## config.mk

```make
export PLATFORM = sky130hd
export DESIGN_NAME = uart_chan_router
export DESIGN_NICKNAME = d
export VERILOG_FILES = /design/src/rtl/uart_chan_router_pkg.sv /design/src/rtl/chan_route_decode.sv /design/src/rtl/router_byte_fifo.sv /design/src/rtl/uart_chan_router.sv
export SDC_FILE = /design/constraint.sdc
export NUM_CORES = 1
export LEC_CHECK = 0
export ABC_AREA = 1
export ABC_CLOCK_PERIOD_IN_PS = 6900
export BUFFER_PORTS_ARGS = -buffer_cell sky130_fd_sc_hd__buf_2
export CAP_MARGIN = 15
export CORE_UTILIZATION = 30
export CTS_CLUSTER_SIZE = 20
export DETAILED_ROUTE_END_ITERATION = 10
export HOLD_SLACK_MARGIN = 0.06
export SKIP_CTS_REPAIR_TIMING = 1
export SYNTH_ARGS = -nofsm -noshare
export SYNTH_HDL_FRONTEND = slang
export SYNTH_HIERARCHICAL = 1
export SYNTH_SLANG_ARGS = --single-unit
```

## constraint.sdc

```tcl
create_clock -name clk -period 6.9 [get_ports clk]
set_input_delay 0.345 -clock clk [delete_from_list [all_inputs] [get_ports clk]]
set_output_delay 0.345 -clock clk [all_outputs]
set_load 0.01 [all_outputs]
```

## src/rtl/uart_chan_router_pkg.sv

```systemverilog
package uart_chan_router_pkg;

    typedef enum logic [1:0] {
        CH_NORMAL = 2'd0,
        CH_ECHO   = 2'd1,
        CH_LOCAL  = 2'd2,
        CH_REMOTE = 2'd3
    } chan_mode_e;

    typedef struct packed {
        logic in_to_rx;
        logic in_to_tx;
        logic host_to_rx;
        logic host_to_tx;
    } route_t;

    localparam logic [5:0] OFS_CTRL = 6'h00;
    localparam logic [5:0] OFS_MODE = 6'h04;
    localparam logic [5:0] OFS_DATA = 6'h30;

    localparam logic [8:0] CTRL_RESET = 9'h128;

    localparam int CB_RX_FLUSH = 0;
    localparam int CB_TX_FLUSH = 1;
    localparam int CB_RX_EN    = 2;
    localparam int CB_RX_DIS   = 3;
    localparam int CB_TX_EN    = 4;
    localparam int CB_TX_DIS   = 5;

endpackage

```

## src/rtl/chan_route_decode.sv

```systemverilog
module chan_route_decode
    import uart_chan_router_pkg::*;
(
    input  chan_mode_e mode,
    output route_t     route
);

    always_comb begin
        route = '0;
        unique case (mode)
            CH_NORMAL: begin
                route.in_to_rx   = 1'b1;
                route.host_to_tx = 1'b1;
            end
            CH_ECHO: begin
                route.in_to_rx = 1'b1;
                route.in_to_tx = 1'b1;
            end
            CH_LOCAL: begin
                route.host_to_rx = 1'b1;
            end
            CH_REMOTE: begin
                route.in_to_tx = 1'b1;
            end
            default: route = '0;
        endcase
    end

endmodule

```

## src/rtl/router_byte_fifo.sv

```systemverilog
module router_byte_fifo #(
    parameter int DEPTH = 64,
    parameter int WIDTH = 8,
    localparam int AW = (DEPTH > 1) ? $clog2(DEPTH) : 1,
    localparam int CW = $clog2(DEPTH + 1)
) (
    input  logic             clk,
    input  logic             rst_n,
    input  logic             flush,
    input  logic             push,
    input  logic [WIDTH-1:0] din,
    input  logic             pop,
    output logic [WIDTH-1:0] head,
    output logic [CW-1:0]    count,
    output logic             full,
    output logic             empty
);

    localparam logic [AW-1:0] LAST = AW'(DEPTH - 1);

    logic [WIDTH-1:0] mem [DEPTH];
    logic [AW-1:0]    wr_ptr;
    logic [AW-1:0]    rd_ptr;
    logic             do_push;
    logic             do_pop;

    assign full    = (count == CW'(DEPTH));
    assign empty   = (count == '0);
    assign do_push = push && !full;
    assign do_pop  = pop && !empty;
    assign head    = mem[rd_ptr];

    always_ff @(posedge clk) begin
        if (!rst_n || flush) begin
            wr_ptr <= '0;
            rd_ptr <= '0;
            count  <= '0;
        end else begin
            if (do_push) begin
                wr_ptr <= (wr_ptr == LAST) ? '0 : wr_ptr + 1'b1;
            end
            if (do_pop) begin
                rd_ptr <= (rd_ptr == LAST) ? '0 : rd_ptr + 1'b1;
            end
            if (do_push && !do_pop) begin
                count <= count + 1'b1;
            end else if (do_pop && !do_push) begin
                count <= count - 1'b1;
            end
        end
    end

    always_ff @(posedge clk) begin
        if (do_push && !flush) begin
            mem[wr_ptr] <= din;
        end
    end

endmodule

```

## src/rtl/uart_chan_router.sv

```systemverilog
module uart_chan_router
    import uart_chan_router_pkg::*;
#(
    parameter int RX_DEPTH = 64,
    parameter int TX_DEPTH = 64,
    localparam int RXCW = $clog2(RX_DEPTH + 1),
    localparam int TXCW = $clog2(TX_DEPTH + 1)
) (
    input  logic            clk,
    input  logic            rst_n,
    input  logic            host_wr,
    input  logic            host_rd,
    input  logic [5:0]      host_addr,
    input  logic [31:0]     host_wdata,
    output logic [7:0]      host_rdata,
    input  logic            ser_rx_valid,
    input  logic [7:0]      ser_rx_byte,
    input  logic            ser_rx_break,
    output logic            ser_tx_valid,
    output logic [7:0]      ser_tx_byte,
    input  logic            ser_tx_ready,
    output logic [RXCW-1:0] rx_level,
    output logic [TXCW-1:0] tx_level,
    output logic            rx_overrun
);

    chan_mode_e mode_q;
    chan_mode_e mode_d;
    route_t     route;
    logic [8:0] ctrl_q;

    logic wr_ctrl, wr_mode, wr_data, rd_data;
    logic rx_on, tx_on;
    logic in_evt;
    logic [7:0] in_byte;
    logic rx_push, tx_push, rx_pop, tx_pop;
    logic rx_flush, tx_flush;
    logic [7:0] rx_din, tx_din, rx_head;
    logic rx_full, rx_empty, tx_full, tx_empty;

    assign wr_ctrl = host_wr && (host_addr == OFS_CTRL);
    assign wr_mode = host_wr && (host_addr == OFS_MODE);
    assign wr_data = host_wr && (host_addr == OFS_DATA);
    assign rd_data = host_rd && (host_addr == OFS_DATA);

    // Mode state: next-state selection
    always_comb begin
        mode_d = mode_q;
        if (wr_mode) begin
            mode_d = chan_mode_e'(host_wdata[9:8]);
        end
    end

    // Mode state register
    always_ff @(posedge clk) begin
        if (!rst_n) begin
            mode_q <= CH_NORMAL;
        end else begin
            mode_q <= mode_d;
        end
    end

    // Mode state outputs: steering flags
    chan_route_decode u_route (
        .mode  (mode_q),
        .route (route)
    );

    // Control register; flush bits are never stored
    always_ff @(posedge clk) begin
        if (!rst_n) begin
            ctrl_q <= CTRL_RESET;
        end else if (wr_ctrl) begin
            ctrl_q <= host_wdata[8:0] & ~9'b11;
        end
    end

    assign rx_on    = ctrl_q[CB_RX_EN] && !ctrl_q[CB_RX_DIS];
    assign tx_on    = ctrl_q[CB_TX_EN] && !ctrl_q[CB_TX_DIS];
    assign rx_flush = wr_ctrl && host_wdata[CB_RX_FLUSH];
    assign tx_flush = wr_ctrl && host_wdata[CB_TX_FLUSH];

    assign in_evt  = ser_rx_valid || ser_rx_break;
    assign in_byte = ser_rx_break ? 8'h00 : ser_rx_byte;

    assign rx_push = rx_on && ((in_evt && route.in_to_rx) || (wr_data && route.host_to_rx));
    assign tx_push = tx_on && ((in_evt && route.in_to_tx) || (wr_data && route.host_to_tx));
    assign rx_din  = (wr_data && route.host_to_rx) ? host_wdata[7:0] : in_byte;
    assign tx_din  = (wr_data && route.host_to_tx) ? host_wdata[7:0] : in_byte;

    assign rx_pop = rd_data && rx_on;
    assign tx_pop = ser_tx_valid && ser_tx_ready;

    router_byte_fifo #(.DEPTH(RX_DEPTH), .WIDTH(8)) u_rxq (
        .clk   (clk),
        .rst_n (rst_n),
        .flush (rx_flush),
        .push  (rx_push),
        .din   (rx_din),
        .pop   (rx_pop),
        .head  (rx_head),
        .count (rx_level),
        .full  (rx_full),
        .empty (rx_empty)
    );

    router_byte_fifo #(.DEPTH(TX_DEPTH), .WIDTH(8)) u_txq (
        .clk   (clk),
        .rst_n (rst_n),
        .flush (tx_flush),
        .push  (tx_push),
        .din   (tx_din),
        .pop   (tx_pop),
        .head  (ser_tx_byte),
        .count (tx_level),
        .full  (tx_full),
        .empty (tx_empty)
    );

    assign ser_tx_valid = !tx_empty;
    assign host_rdata   = (rd_data && rx_on && !rx_empty) ? rx_head : 8'h00;

    always_ff @(posedge clk) begin
        if (!rst_n) begin
            rx_overrun <= 1'b0;
        end else begin
            rx_overrun <= (rx_push && rx_full && !rx_flush)
                       || (tx_push && tx_full && !tx_flush);
        end
    end

endmodule

```

Word-level counts from Yosys, hierarchy flattened

Memory sizes are Yosys's and may differ from the RTL's. A register that Yosys moved wholly into a read port is not among the register bits.
Cells that the tools add are included.

Register bits: 45
RAM bits: 1024
Bits of input ports: 53
Output and inout port bits: 32
Word-level logic and storage cells: 111
Memories kept: 2

$add $sub $neg: 8
Equal/unequal tests: 11
Mux-type cells: 24
Reduce and logical (&&, ||, !) cells: 57

Memories:

| name      | depth | bits a word | read ports | clocked after Yosys merged registers in | write ports | RTL line               | text |
|---|---|---|---|---|---|---|---|
| u_rxq.mem | 64    | 8           | 1          | 1                                       | 1           | router_byte_fifo.sv:21 | `logic [WIDTH-1:0] mem [DEPTH];` |
| u_txq.mem | 64    | 8           | 1          | 1                                       | 1           | router_byte_fifo.sv:21 |  |

Operator list:

| kind                                                                  | count |
|---|---|
| 6-bit two-way mux                                                     | 8 |
| 8-bit two-way mux                                                     | 4 |
| 6-bit equality test, second input constant                            | 5 |
| 1-bit logical AND                                                     | 30 |
| 7-bit two-way mux                                                     | 4 |
| 6-bit by 1-bit adder with 6-bit output, second input constant         | 4 |
| 7-bit by 1-bit adder with 7-bit output, second input constant         | 2 |
| 7-bit equality test, second input constant                            | 2 |
| 7-bit logical NOT                                                     | 2 |
| 7-bit by 1-bit subtractor with 7-bit output, second input constant    | 2 |
| 1-bit logical NOT                                                     | 13 |
| 1-bit two-way mux                                                     | 8 |
| 6-bit by 3-bit equality test with 1-bit output, second input constant | 1 |
| 6-bit logical NOT                                                     | 1 |
| 1-bit logical OR                                                      | 6 |
| 2-bit equality test, second input constant                            | 2 |
| 2-bit nonzero test                                                    | 2 |
| 2-bit OR reduction                                                    | 2 |
| 2-bit by 1-bit equality test with 1-bit output, second input constant | 1 |
| 2-bit logical NOT                                                     | 1 |

Depth between registers and ports, before layout

Depth in word-level cells: 11
Mapped depth: 19
Mapped depth without buffers: 18

Hierarchy

The synthesis kept the hierarchy.

Modules (own cells, without submodules):

| module                    | times used | cells each | area each (um^2) | seq. area each (um^2) |
|---|---|---|---|---|
| router_byte_fifo at u_rxq | 1          | 1955       | 22446.5          | 15875.2 |
| router_byte_fifo at u_txq | 1          | 1953       | 22332.7          | 15875.2 |
| uart_chan_router          | 1          | 138        | 867.1            | 140.1 |
| chan_route_decode         | 1          | 4          | 17.5             | 0.0 |

Least setup slack after synthesis

No wires, ideal clock.

Kind: input to register
From: input port host_addr[3]
To: register u_rxq.count[5]
Setup time: 115 ps
Arrival time: 2492 ps
Setup slack: 4292 ps
Stages on the path: 17
Path buffers: 0
Cells stage by stage: nor2_2 nand2_2 nor2_8 and3_4 inv_1 nor2_2 inv_1 ha_1 inv_1 ha_1 nand2_1 inv_1 nand2_1 nand3_1 xor2_1 o21ai_0 inv_1

RTL lines:

| what                                                    | RTL line               | text |
|---|---|---|
| from (decl)                                             | uart_chan_router.sv:13 | `input logic [5:0] host_addr,` |
| 6-bit equality test *                                   | uart_chan_router.sv:44 | `assign rd_data = host_rd && (host_addr == OFS_DATA);` |
| 1-bit logical AND *                                     | uart_chan_router.sv:44 |  |
| 1-bit logical AND *                                     | uart_chan_router.sv:91 | `assign rx_pop = rd_data && rx_on;` |
| named net rx_pop                                        | uart_chan_router.sv:36 | `logic rx_push, tx_push, rx_pop, tx_pop;` |
| 1-bit logical AND *                                     | router_byte_fifo.sv:30 | `assign do_pop = pop && !empty;` |
| 1-bit logical NOT                                       | router_byte_fifo.sv:45 | `if (do_push && !do_pop) begin` |
| 1-bit logical AND                                       | router_byte_fifo.sv:45 |  |
| 7-bit two-way mux or 2-bit nonzero test (tied branches) | n/a                    |  |
| to (signal assigned)                                    | router_byte_fifo.sv:46 | `count <= count + 1'b1;` |
| to (signal assigned)                                    | router_byte_fifo.sv:48 | `count <= count - 1'b1;` |
| to (decl)                                               | router_byte_fifo.sv:14 | `output logic [CW-1:0] count,` |

The timed path passes the listed nets; every way through them passes the cells marked *.
A chain may end at the register's enable or synchronous reset.

==> flow_summary.toml <==
[global_route]
grt_start_max_net_pins = 163
grt_overflow = 0
track_usage = 0.141
grt_pass1_vias = 28055
antenna_found_initial = 0
grt_pass1_wl_um = 167000

[yosys]
synth_seq_cells = 1081
synth_area_leaders = "edfxtp_1 (67%), nand2_1 (11%), nand3_1 (10%)"
ys_warn_count = 6
synth_cell_type_count = 43
synth_area_mm2 = 0.0457
yosysSeqAreaShare = 0.698
ys_top_cells_by_count = "nand2_1 (1372), edfxtp_1 (1024), nand3_1 (909)"
yosysMostFrequentCell = "nand2_1"
yosysTopAreaCell = "edfxtp_1"
synth_flop_cell = "edfxtp_1"
synth_edf_count = 1024
syn_nets = 4122
syn_avg_cell_area_um2 = 11.3
yosys.area.top_type_share = 0.673
synthCells = 4050
ys_async_sr_fraction = 0

[place]
dp_hpwl_um = 59700
place_congestion = 0.824
dp_slack_ns = 3.01
port_buffers = 62

[final_layout]
n_antenna_cell = 0
drive_gt1_frac = 0.0797
fin_nets = 4112
area_growth_syn_to_layout_pct = 11.6

[timing]
finalCritPeriodShare = 0.675
slew_headroom = 0.208
finalHoldViolCount = 0
clock_skew_ns = 0.0216
period_needed_ns = 4.66
slew_viol_final = 0
fmax_ghz = 0.215
setup_viol = 0
grt_setup_unrepaired = "false"
setup_ws_ns = 2.24
worst_pin_slew_ns = 1.19
fin_tns_setup_ns = 0

[clocking]
cts_made_buffers = 103
cts_tree = "done"
cts_root_buffer = "clkbuf_16"
clk_latency_ns = 0.70
clkSinkCount = 1081
cts.path.max_buffers = 3
clkTransAtPathRegs_ns = 0.07
h-tree-depth = 3

[setup_path]
crit_slowest_cell = "dfxtp_4"
cp_num_buf_inv = 3
crit_path_start_kind = "flop"
path_class = "flop to output port"
r2r_slack_ns = 3.35
end_kind = "output port"
crit_chain = "buf_4, buf_4, nand2_1, nand3_1, nand3_1, nand2_1, nand2_1, nand3_1, nand3_1, nand2_1, buf_2"
cp.arrival_ns = 4.31
critical-path-top-delay-family = "buffers and inverters"
cp.required_ns = 6.55
cp_max_fo = 67
r2r-start = "mode_q[1]"
slowest_delay_ns = 0.85

[min_path]
min_from = "rst_n"
min_path_type = "input port to flop"

[die]
start_util = 0.303
die_h_um = 392
die_w_um = 392
die_area_mm2 = 0.154
io_pins = 85
rows = 142
core_mm2 = 0.150

[routing]
via_per_inst = 4.79
drtIter0Drc = 2615
drt_pass1_iterations = 6
wirelength_um = 110000
detail-route-antenna-nets = 0
vias = 29426
wl_per_cell_um = 17.9
drc = 0

[power]
ir_worst_vdd_mv = 0.287
powerDensity_mw_per_mm2 = 299
p_leak_uw = 0.0179

[run]
maxCapViolCount = 0

[outcome]
status = "complete, no violations"
-- metal layers --
metal	GRT usage	vias up	routed length, µm
met5	0	-	0
li1	-	14066	-
met3	0.0193	183	7290
met1	0.194	14211	48600
met4	0.0484	0	3070
met2	0.227	966	51200
-- where the power goes --
group	switching [µW]	internal, µW	leakage (µW)
clock	2420	3280	0.00165
sequential	162	7210	0.00962
combinational	1540	653	0.00664
total	4120	11100	0.0179
-- placed cells by master (no fill, tap or decap), drive strengths merged --
master          n
a21oi          46
edfxtp       1024
nand2        1378
dlygate4sd3    12
buf           100
nand3b          2
ha             17
xnor2           4
o21ai          54
a21boi          3
nor2          174
fa              2
dfxtp          57
nor4            2
clkinv         46
clkbuf        126
and3            3
clkinvlp        6
inv           109
xor2           11
nand4          16
bufinv         13
nor3            8
nand3         913
a31oi           1
-- cell families after synthesis --
group           after synthesis  share of synthesized area
buf+inv                     335                     0.0414
fa+ha+maj                    19                    0.00553
compound gates              104                     0.0132
xor+xnor                     15                    0.00288
flops                      1081                      0.698
simple gates               2496                      0.239
-- final cells by class --
cell class	count	area, µm²
multi-input cells	2634	12000
fillers	14850	99500
repair buffers	112	728
inverters	108	428
well taps	2016	2520
clock buffers	126	2720
clock inverters	66	672
flip-flops and latches	1081	31900
-- sequential cells by signal, summed over array words and instances, names as in the netlist, named ones only --
signal,count
u_rxq/mem,512
u_txq/mem,512
u_rxq/count,7
u_txq/count,7
u_rxq/rd_ptr,6
u_rxq/wr_ptr,6
u_txq/rd_ptr,6
u_txq/wr_ptr,6
ctrl_q,4
mode_q,2
rx_overrun,1
-- final timing paths --
check / end / cells past startpoint
worst max-delay path: ser_tx_byte[4] / 11
worst min-delay path: ctrl_q[5] / 4
worst max register to register: u_txq/mem[35][2] / 7
worst min register to register: ctrl_q[5] / 2
-- per-stage QoR --
step	total power (µW)	area [µm²]	hold WS (ns)	util	instances
floorplan	9150	45700	0.447	-	4050
global placement	9660	47500	0.466	0.315	5939
detailed placement	9690	47500	0.471	0.315	5939
CTS	15400	50900	-0.144	0.338	6131
global route	15900	51000	0.0930	0.339	6143
finish	15300	51000	0.0925	0.339	6143
-- worst reg2reg max path: cells and delay by family, from the launching register on --
kind               cells  cell delay, ns
DFF                    1            0.33
and+or+nand+nor        5            2.30
AOI/OAI and AO/OA      2            0.55
(Power assumes the default switching activity.)
